### src/rtl/gpio_evt_pkg.sv
package gpio_evt_pkg;

  localparam int EVT_W    = 4;
  localparam int MUX_W    = 3;
  localparam int PAD_W    = 8;
  localparam int EVT_LSB  = 16;
  localparam int MUX_LSB  = 8;
  localparam int PAD_LSB  = 0;
  localparam int FLAG_BIT = 24;

  typedef struct packed {
    logic [EVT_W-1:0] evt;
    logic [MUX_W-1:0] mux;
    logic [PAD_W-1:0] pad;
  } pin_cfg_t;

  function automatic logic code_is_dma(input logic [EVT_W-1:0] c);
    return (c == 4'd1) || (c == 4'd2) || (c == 4'd3);
  endfunction

  function automatic logic code_is_irq(input logic [EVT_W-1:0] c);
    return (c >= 4'd8) && (c <= 4'd12);
  endfunction

  function automatic logic evt_match(input logic [EVT_W-1:0] c,
                                     input logic cur, input logic prv);
    case (c)
      4'd1, 4'd9:  return cur & ~prv;
      4'd2, 4'd10: return ~cur & prv;
      4'd3, 4'd11: return cur ^ prv;
      4'd8:        return ~cur;
      4'd12:       return cur;
      default:     return 1'b0;
    endcase
  endfunction

endpackage

### src/rtl/gpio_sync.sv
module gpio_sync #(
  parameter int W = 32
) (
  input  logic         clk,
  input  logic         rst,
  input  logic [W-1:0] d_i,
  output logic [W-1:0] q_o,
  output logic [W-1:0] q_prev_o
);
  logic [W-1:0] stg1_q, stg2_q, prev_q;

  always_ff @(posedge clk) begin
    if (rst) begin
      stg1_q <= '0;
      stg2_q <= '0;
      prev_q <= '0;
    end else begin
      stg1_q <= d_i;
      stg2_q <= stg1_q;
      prev_q <= stg2_q;
    end
  end

  assign q_o      = stg2_q;
  assign q_prev_o = prev_q;
endmodule

### src/rtl/gpio_evt_detect.sv
module gpio_evt_detect
  import gpio_evt_pkg::*;
(
  input  logic [EVT_W-1:0] code_i,
  input  logic             en_i,
  input  logic             cur_i,
  input  logic             prev_i,
  output logic             hit_o,
  output logic             dma_sel_o,
  output logic             irq_sel_o
);
  always_comb begin
    dma_sel_o = code_is_dma(code_i);
    irq_sel_o = code_is_irq(code_i);
    hit_o     = en_i & evt_match(code_i, cur_i, prev_i);
  end
endmodule

### src/rtl/gpio_flag_bank.sv
module gpio_flag_bank #(
  parameter int W = 32
) (
  input  logic         clk,
  input  logic         rst,
  input  logic [W-1:0] set_i,
  input  logic [W-1:0] w1c_i,
  input  logic [W-1:0] dma_done_i,
  input  logic [W-1:0] dma_sel_i,
  input  logic [W-1:0] irq_sel_i,
  output logic [W-1:0] flag_o,
  output logic         irq_o,
  output logic [W-1:0] dma_req_o
);
  logic [W-1:0] flag_q, flag_d, clr;
  logic         irq_q;
  logic [W-1:0] dma_q;

  always_comb begin
    clr    = w1c_i | (dma_done_i & dma_sel_i);
    flag_d = set_i | (flag_q & ~clr);
  end

  always_ff @(posedge clk) begin
    if (rst) begin
      flag_q <= '0;
      irq_q  <= 1'b0;
      dma_q  <= '0;
    end else begin
      flag_q <= flag_d;
      irq_q  <= |(flag_d & irq_sel_i);
      dma_q  <= flag_d & dma_sel_i;
    end
  end

  assign flag_o    = flag_q;
  assign irq_o     = irq_q;
  assign dma_req_o = dma_q;

  for (genvar i = 0; i < W; i++) begin : g_chk
    AST_SET_WINS: assert property (@(posedge clk) disable iff (rst)
      set_i[i] |=> flag_q[i]);
    AST_W1C_CLEARS: assert property (@(posedge clk) disable iff (rst)
      (w1c_i[i] && !set_i[i]) |=> !flag_q[i]);
    AST_DMA_DONE_CLEARS: assert property (@(posedge clk) disable iff (rst)
      (dma_done_i[i] && dma_sel_i[i] && !set_i[i]) |=> !flag_q[i]);
    AST_FLAG_STICKY: assert property (@(posedge clk) disable iff (rst)
      (flag_q[i] && !w1c_i[i] && !(dma_done_i[i] && dma_sel_i[i])) |=> flag_q[i]);
    AST_DMA_REQ_FLAG: assert property (@(posedge clk) disable iff (rst)
      dma_q[i] |-> flag_q[i]);
  end
endmodule

### src/rtl/gpio_evt_flag_ctrl.sv
module gpio_evt_flag_ctrl
  import gpio_evt_pkg::*;
#(
  parameter  int NUM_PINS = 32,
  parameter  int DATA_W   = 32,
  localparam int ADDR_W   = $clog2(NUM_PINS + 1)
) (
  input  logic                clk,
  input  logic                rst,
  input  logic                port_en,
  input  logic [NUM_PINS-1:0] pin_i,
  input  logic                bus_we,
  input  logic [ADDR_W-1:0]   bus_addr,
  input  logic [DATA_W-1:0]   bus_wdata,
  output logic [DATA_W-1:0]   bus_rdata,
  input  logic [NUM_PINS-1:0] dma_done_i,
  output logic                irq_o,
  output logic [NUM_PINS-1:0] dma_req_o
);
  localparam logic [ADDR_W-1:0] FLAG_ADDR = ADDR_W'(NUM_PINS);

  pin_cfg_t            cfg_q [NUM_PINS];
  logic [NUM_PINS-1:0] pin_s, pin_p, hit, dma_sel, irq_sel, flags, w1c;
  logic [DATA_W-1:0]   rd_word, rdata_q;

  gpio_sync #(.W(NUM_PINS)) i_sync (
    .clk(clk), .rst(rst), .d_i(pin_i), .q_o(pin_s), .q_prev_o(pin_p)
  );

  for (genvar i = 0; i < NUM_PINS; i++) begin : g_pin
    gpio_evt_detect i_det (
      .code_i   (cfg_q[i].evt),
      .en_i     (port_en && (cfg_q[i].mux != '0)),
      .cur_i    (pin_s[i]),
      .prev_i   (pin_p[i]),
      .hit_o    (hit[i]),
      .dma_sel_o(dma_sel[i]),
      .irq_sel_o(irq_sel[i])
    );

    always_ff @(posedge clk) begin
      if (rst) begin
        cfg_q[i] <= '0;
      end else if (bus_we && (bus_addr == ADDR_W'(i))) begin
        cfg_q[i].evt <= bus_wdata[EVT_LSB +: EVT_W];
        cfg_q[i].mux <= bus_wdata[MUX_LSB +: MUX_W];
        cfg_q[i].pad <= bus_wdata[PAD_LSB +: PAD_W];
      end
    end

    AST_OFF_NO_SET: assert property (@(posedge clk) disable iff (rst)
      (!port_en || cfg_q[i].mux == '0) && !flags[i] && !w1c[i] |=> !flags[i]);
  end

  assign w1c = (bus_we && bus_addr == FLAG_ADDR) ? bus_wdata[NUM_PINS-1:0] : '0;

  gpio_flag_bank #(.W(NUM_PINS)) i_flags (
    .clk(clk), .rst(rst), .set_i(hit), .w1c_i(w1c), .dma_done_i(dma_done_i),
    .dma_sel_i(dma_sel), .irq_sel_i(irq_sel), .flag_o(flags),
    .irq_o(irq_o), .dma_req_o(dma_req_o)
  );

  always_comb begin
    rd_word = '0;
    if (bus_addr == FLAG_ADDR) begin
      rd_word[NUM_PINS-1:0] = flags;
    end else begin
      for (int i = 0; i < NUM_PINS; i++) begin
        if (bus_addr == ADDR_W'(i)) begin
          rd_word[EVT_LSB +: EVT_W] = cfg_q[i].evt;
          rd_word[MUX_LSB +: MUX_W] = cfg_q[i].mux;
          rd_word[PAD_LSB +: PAD_W] = cfg_q[i].pad;
          rd_word[FLAG_BIT]         = flags[i];
        end
      end
    end
  end

  always_ff @(posedge clk) begin
    if (rst) rdata_q <= '0;
    else     rdata_q <= rd_word;
  end
  assign bus_rdata = rdata_q;

  AST_IRQ_NEEDS_FLAG: assert property (@(posedge clk) disable iff (rst)
    irq_o |-> (flags != '0));
  AST_RDATA_RESET: assert property (@(posedge clk)
    $past(rst) |-> (bus_rdata == '0));
endmodule

### config.mk
export PLATFORM = sky130hd
export DESIGN_NAME = gpio_evt_flag_ctrl
export DESIGN_NICKNAME = d
export VERILOG_FILES = /design/src/rtl/gpio_evt_pkg.sv /design/src/rtl/gpio_sync.sv /design/src/rtl/gpio_evt_detect.sv /design/src/rtl/gpio_flag_bank.sv /design/src/rtl/gpio_evt_flag_ctrl.sv
export SDC_FILE = /design/constraint.sdc
export NUM_CORES = 1
export LEC_CHECK = 0
export BUFFER_PORTS_ARGS = -buffer_cell sky130_fd_sc_hd__clkbuf_2
export CORE_ASPECT_RATIO = 1.25
export CORE_MARGIN = 2
export CORE_UTILIZATION = 28
export DETAILED_ROUTE_END_ITERATION = 6
export GPL_TIMING_DRIVEN = 0
export PLACE_DENSITY = 0.49
export RECOVER_POWER = 50
export SLEW_MARGIN = 20
export SYNTH_ARGS = -nofsm -noshare
export SYNTH_HDL_FRONTEND = slang
export SYNTH_HIERARCHICAL = 1
export SYNTH_SLANG_ARGS = --single-unit
### constraint.sdc
create_clock -name clk -period 8.9 [get_ports clk]
set_clock_uncertainty 0.1 [all_clocks]
set_input_delay 2.225 -clock clk [delete_from_list [all_inputs] [get_ports clk]]
set_output_delay 2.225 -clock clk [all_outputs]
set_load 0.02 [all_outputs]
==> Word-level counts from Yosys, hierarchy flattened <==
Memory sizes are Yosys's and may differ from the RTL's.
Index checks and enable logic that the tools add are counted.
{ "totals": {"in_bits": 106, "output_inout_bits": 65, "ramBits": 480, "mem_count": 1, "register_bits": 193} }
{ "memory_table": {"columns": ["memory", "words", "width", "rd", "rd_ports_with_merged_regs", "wr", "line_no", "source"], "rows": [
  ["cfg_q", 32, 15, 32, 0, 32, "gpio_evt_flag_ctrl.sv:22", "pin_cfg_t cfg_q [NUM_PINS];"]
]} }
{ "op_classes": {"n_reduce_logical": 292, "magnitude_cmp": 64, "muxes": 326, "n_bitwise": 296, "n_eq_ne": 288} }
{ "op_table": {"columns": ["operator", "count"], "rows": [
  ["4-bit == test (second input constant)", 160],
  ["11-bit two-way mux", 33],
  ["4-bit two-way mux", 65],
  ["4-bit by 2-bit == test with 1-bit output (second input constant)", 64],
  ["8-bit two-way mux", 32],
  ["2-bit OR reduction", 97],
  ["1-bit case mux with 5 select lines", 32],
  ["1-bit two-way mux", 131],
  ["32-bit AND", 4],
  ["4-bit by 1-bit == test with 1-bit output (second input constant)", 32],
  ["4-bit >= comparator (second input constant)", 32],
  ["4-bit <= comparator (second input constant)", 32],
  ["1-bit logical AND", 97],
  ["1-bit AND", 96],
  ["6-bit by 5-bit == test with 1-bit output (second input constant)", 16],
  ["3-bit two-way mux", 32],
  ["1-bit bitwise OR", 96],
  ["3-bit nonzero test", 32],
  ["1-bit NOT", 65],
  ["1-bit logical OR", 64],
  ["32-bit bitwise OR", 2],
  ["6-bit by 4-bit == test with 1-bit output (second input constant)", 8],
  ["32-bit two-way mux", 1],
  ["32-bit NOT", 1],
  ["other kinds (7)", 42]
]} }

==> Logic depth before layout (Yosys ltp) <==
{ "depth": {"depth_word": 34, "ltp_mapped": 12} }

==> Modules after synthesis <==
The synthesis kept the hierarchy.
{ "by_module_without_submodules": {"columns": ["module", "seq_area_each_um2", "n_inst", "area_each_um2", "cells_each"], "rows": [
  ["gpio_evt_flag_ctrl", 15054.4, 1, 25245.5, 2168],
  ["gpio_evt_detect", 0.0, 32, 107.6, 16],
  ["gpio_sync", 1921.8, 1, 2600.0, 202],
  ["gpio_flag_bank", 1301.2, 1, 2342.2, 282]
]} }

==> Least setup slack after synthesis <==
No wires, ideal clock.
{ "synth_timing": {"path_kind": "input-to-reg", "start": "in bus_addr[5]", "end": "mem cfg_q[0][120] (netlist name), enable pin", "cell_stages": 6, "setup_ps": 408, "t_arrival_ps": 4509, "n_path_buf": 4, "path_slack_ps": 3883, "t_required_ps": 8392, "cell_sequence": "buf_4 -> buf_4 -> or4b_4 -> buf_6 -> clkbuf_1 -> o21ai_0"} }
{ "synth_lines": {"columns": ["element", "line_no", "source"], "rows": [
  ["start, declared", "gpio_evt_flag_ctrl.sv:13", "input logic [ADDR_W-1:0] bus_addr,"],
  ["end, declared", "gpio_evt_flag_ctrl.sv:22", null]
]} }

==> Worst setup path after layout <==
{ "layout_timing": {"start": "in bus_addr[1]", "end": "reg i_flags.irq_q (netlist: i_flags/irq_o)"} }
{ "layout_via": {"elab_chain_cells": 9} }
{ "layout_lines": {"columns": ["element", "line_no", "source"], "rows": [
  ["6-bit == test", "gpio_evt_flag_ctrl.sv:55", "assign w1c = (bus_we && bus_addr == FLAG_ADDR) ? bus_wdata[NUM_PINS-1:0] : '0;"],
  ["1-bit logical AND", "gpio_evt_flag_ctrl.sv:55", null],
  ["32-bit two-way mux", "gpio_evt_flag_ctrl.sv:55", null],
  ["named net w1c[1]", "gpio_evt_flag_ctrl.sv:23", "logic [NUM_PINS-1:0] pin_s, pin_p, hit, dma_sel, irq_sel, flags, w1c;"],
  ["32-bit bitwise OR", "gpio_flag_bank.sv:20", "clr = w1c_i | (dma_done_i & dma_sel_i);"],
  ["32-bit NOT", "gpio_flag_bank.sv:21", "flag_d = set_i | (flag_q & ~clr);"],
  ["32-bit AND", "gpio_flag_bank.sv:21", null],
  ["32-bit bitwise OR", "gpio_flag_bank.sv:21", null],
  ["32-bit AND", "gpio_flag_bank.sv:31", "irq_q <= |(flag_d & irq_sel_i);"],
  ["32-bit OR reduction", "gpio_flag_bank.sv:31", null],
  ["end signal, assigned", "gpio_flag_bank.sv:31", null],
  ["end, declared", "gpio_flag_bank.sv:16", "logic irq_q;"]
]} }
The timed path passes the listed nets, and every way through them passes these cells.
A chain may end at the register's enable or synchronous reset.

==> results.ini <==
[run_status]
status = finished, violations left
failed_checks = max-capacitance violations, max-slew violations

[die]
die_x_microns = 314
rows = 142
fp.dieH_microns = 391
initial_utilization_pct = 28.1
core_area_sq_mm = 0.120
num_io_pins = 171
die_area_sq_mm = 0.123

[worst_setup_path]
r2r_start = i_sync/q_o[27]
r2r_slack_ns = 5.63
crit_path_start_kind = input port
ff2ff_path_depth = 8
worstPathArrival_ns = 8.39
r2r_end = i_flags/irq_o
critPathCaptureType = flip-flop
critical_path.max_fanout = 10
cp.required_ns = 9.25
path_class = input port to flip-flop

[sta]
period_share_pct = 90.3
final_max_slew_viol_count = 11
worst_slew_pin_slew_ns = 1.56
fmax_mhz = 124
layout_min_cycle_time_ns = 8.04
tns_ns = 0
rsz0062_at_grt = false
slew_headroom_pct = -4.16
finalSetupViolCount = 0
hold_violations = 0

[logic_synthesis]
netlist_area_sq_mm = 0.0336
syn_nets = 3334
ys.flop_type = edfxtp_1
ys_ff_latch = 673
yosys.area.top_type_share_pct = 42.9
syn_area_per_cell_sq_um = 10.6
synthCells = 3164
synth_edf_count = 480
yosys-top-cells-count = edfxtp_1, and2_1, dfxtp_1
synth.most_common_cell = edfxtp_1
ys_types = 80
yosysSeqAreaShare_pct = 54.3
synthArstFlopShare_pct = 0
synth_area_leaders = edfxtp_1, dfxtp_1, and2_1, and3_1, o21ai_0
yosysWarnings = 6
synth_top_area_cell = edfxtp_1

[place]
placed_area_sq_mm = 0.0368
place.port_buffers = 168
gp_congestion = 1.05
dp_hpwl_mm = 138

[route]
dr_wl_met2_mm = 83.9
route.met3.wl_mm = 16.1
firstDrtPassIters = 6
wl_mm = 186
drc = 0
wire_per_inst_microns = 36.6
vias = 28978
drtIter0Drc = 4121
top_layer_used = met5
ant_nets = 0
via_per_inst = 5.69
wl_met1_mm = 69.4

[global_route]
grt_first_pass_wirelength_mm = 245
grt_pass1_vias = 27820
gr-total-overflow = 0
grt_start_max_net_pins = 16
antenna_found_initial = 23
grt_usage_pct = 29.8

[worst_hold_path]
min_path_cells = 1
hold_end = i_sync/q_o[11]
min_from = i_sync/stg1_q[11]
hold_class = flip-flop to flip-flop

[final_layout]
syn_to_final_growth_pct = 17.0
fillCellCount = 12356
drive_gt1_share_pct = 12.8
final_area_sq_mm = 0.0393
nNetsFinal = 3604
fin_util_pct = 32.9

[clock_network]
clockBufferDepth = 3
cts_tree = built
cts_setup_buffers = 0
h-tree-depth = 3
clk_pin_slew_ns = 0.06
cts_hold_buffers = 0
clock_latency_ns = 0.70
cts_buffers = 78
cts_resized = 0
cts-root-buf = clkbuf_16
cts_sinks = 673

[power_and_ir_drop]
p_leak_nw = 14.6
power.density_mw_per_mm2 = 204
vdd.ir_drop.worst_uv = 119
power_mw = 8.03

[job]
timing.max_cap.violations = 1

-- report_power, final --
| group | internal [mW] | switching, mW | total [mW] |
|---|---|---|---|
| clock network | 2.01 | 1.46 | 3.47 |
| logic | 0.222 | 0.653 | 0.876 |
| registers | 3.51 | 0.167 | 3.68 |
| total | 5.75 | 2.28 | 8.03 |
-- cell families after synthesis --
group / synth area share (%)
mux: 3.63
fa+ha+maj: 2.38
flops: 54.3
buf+inv: 4.93
simple gates: 20.4
compound gates: 14.3
-- registers in the layout, summed over array words and instances (netlist names) --
| name | flops |
|---|---|
| i_flags/flag_o | 32 |
| cfg_q | 480 |
| i_sync/q_o | 32 |
| i_sync/stg1_q | 32 |
| i_flags/dma_req_o | 32 |
| i_sync/q_prev_o | 32 |
| i_flags/irq_o | 1 |
| bus_rdata | 32 |
-- how the worst max path moves through the flow --
stage / from / endpoint / slack (ns)
after detailed placement: bus_addr[1] / i_flags/irq_o / 1.38
after global placement: bus_addr[0] / cfg_q[1][201] / 0.44
after floorplan: bus_addr[5] / cfg_q[0][120] / 3.88
final: bus_addr[1] / i_flags/irq_o / 0.86
after CTS: bus_addr[1] / i_flags/irq_o / 2.10
after global routing: bus_addr[1] / i_flags/irq_o / 1.05
-- metrics by stage --
stage | hold slack, ns | worst slack (ns) | cells
after floorplan | 0.314 | 3.88 | 3164
after global placement | 0.317 | 0.441 | 4916
after detailed placement | 0.320 | 1.38 | 4938
after CTS | 0.332 | 2.10 | 5081
after global routing | 0.351 | 1.05 | 5081
final | 0.333 | 0.860 | 5089
-- critical path, stage by stage --
cell and delay [ns]:
clkbuf_1 0.20, clkbuf_1 0.27, clkbuf_1 0.51, nor2_1 0.82, and4b_1 0.46, clkbuf_1 0.96, clkbuf_1 0.67, and3_1 0.35
inv_1 0.06, a31oi_1 0.66, o22ai_1 0.20, nor4_1 0.55, a41oi_1 0.40
-- layout by cell type, fill, tap and decap left out, types with 64 or more instances in the layout --
| cell type | instances |
|---|---|
| and3_1 | 189 |
| a31oi_1 | 84 |
| dfxtp_1 | 193 |
| nor2_1 | 159 |
| ha_1 | 64 |
| and2_1 | 338 |
| clkbuf_2 | 126 |
| o21ai_0 | 164 |
| nor2b_1 | 111 |
| and2_0 | 74 |
| edfxtp_1 | 480 |
| clkbuf_16 | 84 |
| clkbuf_1 | 240 |
| inv_1 | 166 |
| a21oi_1 | 110 |
| nand2_1 | 173 |
| o22ai_1 | 70 |
-- routing by layer --
| layer | up-vias | track usage [%] |
|---|---|---|
| li1 | 12049 | - |
| met3 | 542 | 5.85 |
| met4 | 8 | 23.2 |
| met1 | 14485 | 35.6 |
| met5 | - | 0 |
| met2 | 1894 | 47.0 |
-- area by class of cell --
cell class | count | area [sq um] | share of cell area [%]
diodes | 8 | 20.0 | 0.0509
plain buffers | 235 | 1000 | 2.55
clock buffers | 107 | 2290 | 5.82
clock inverters | 36 | 399 | 1.01
inverters | 168 | 631 | 1.60
multi-input cells | 2088 | 13800 | 35.0
flip-flops and latches | 673 | 18300 | 46.5
well taps | 1584 | 1980 | 5.04
repair buffers | 190 | 981 | 2.49
(Power assumes the default switching activity.)
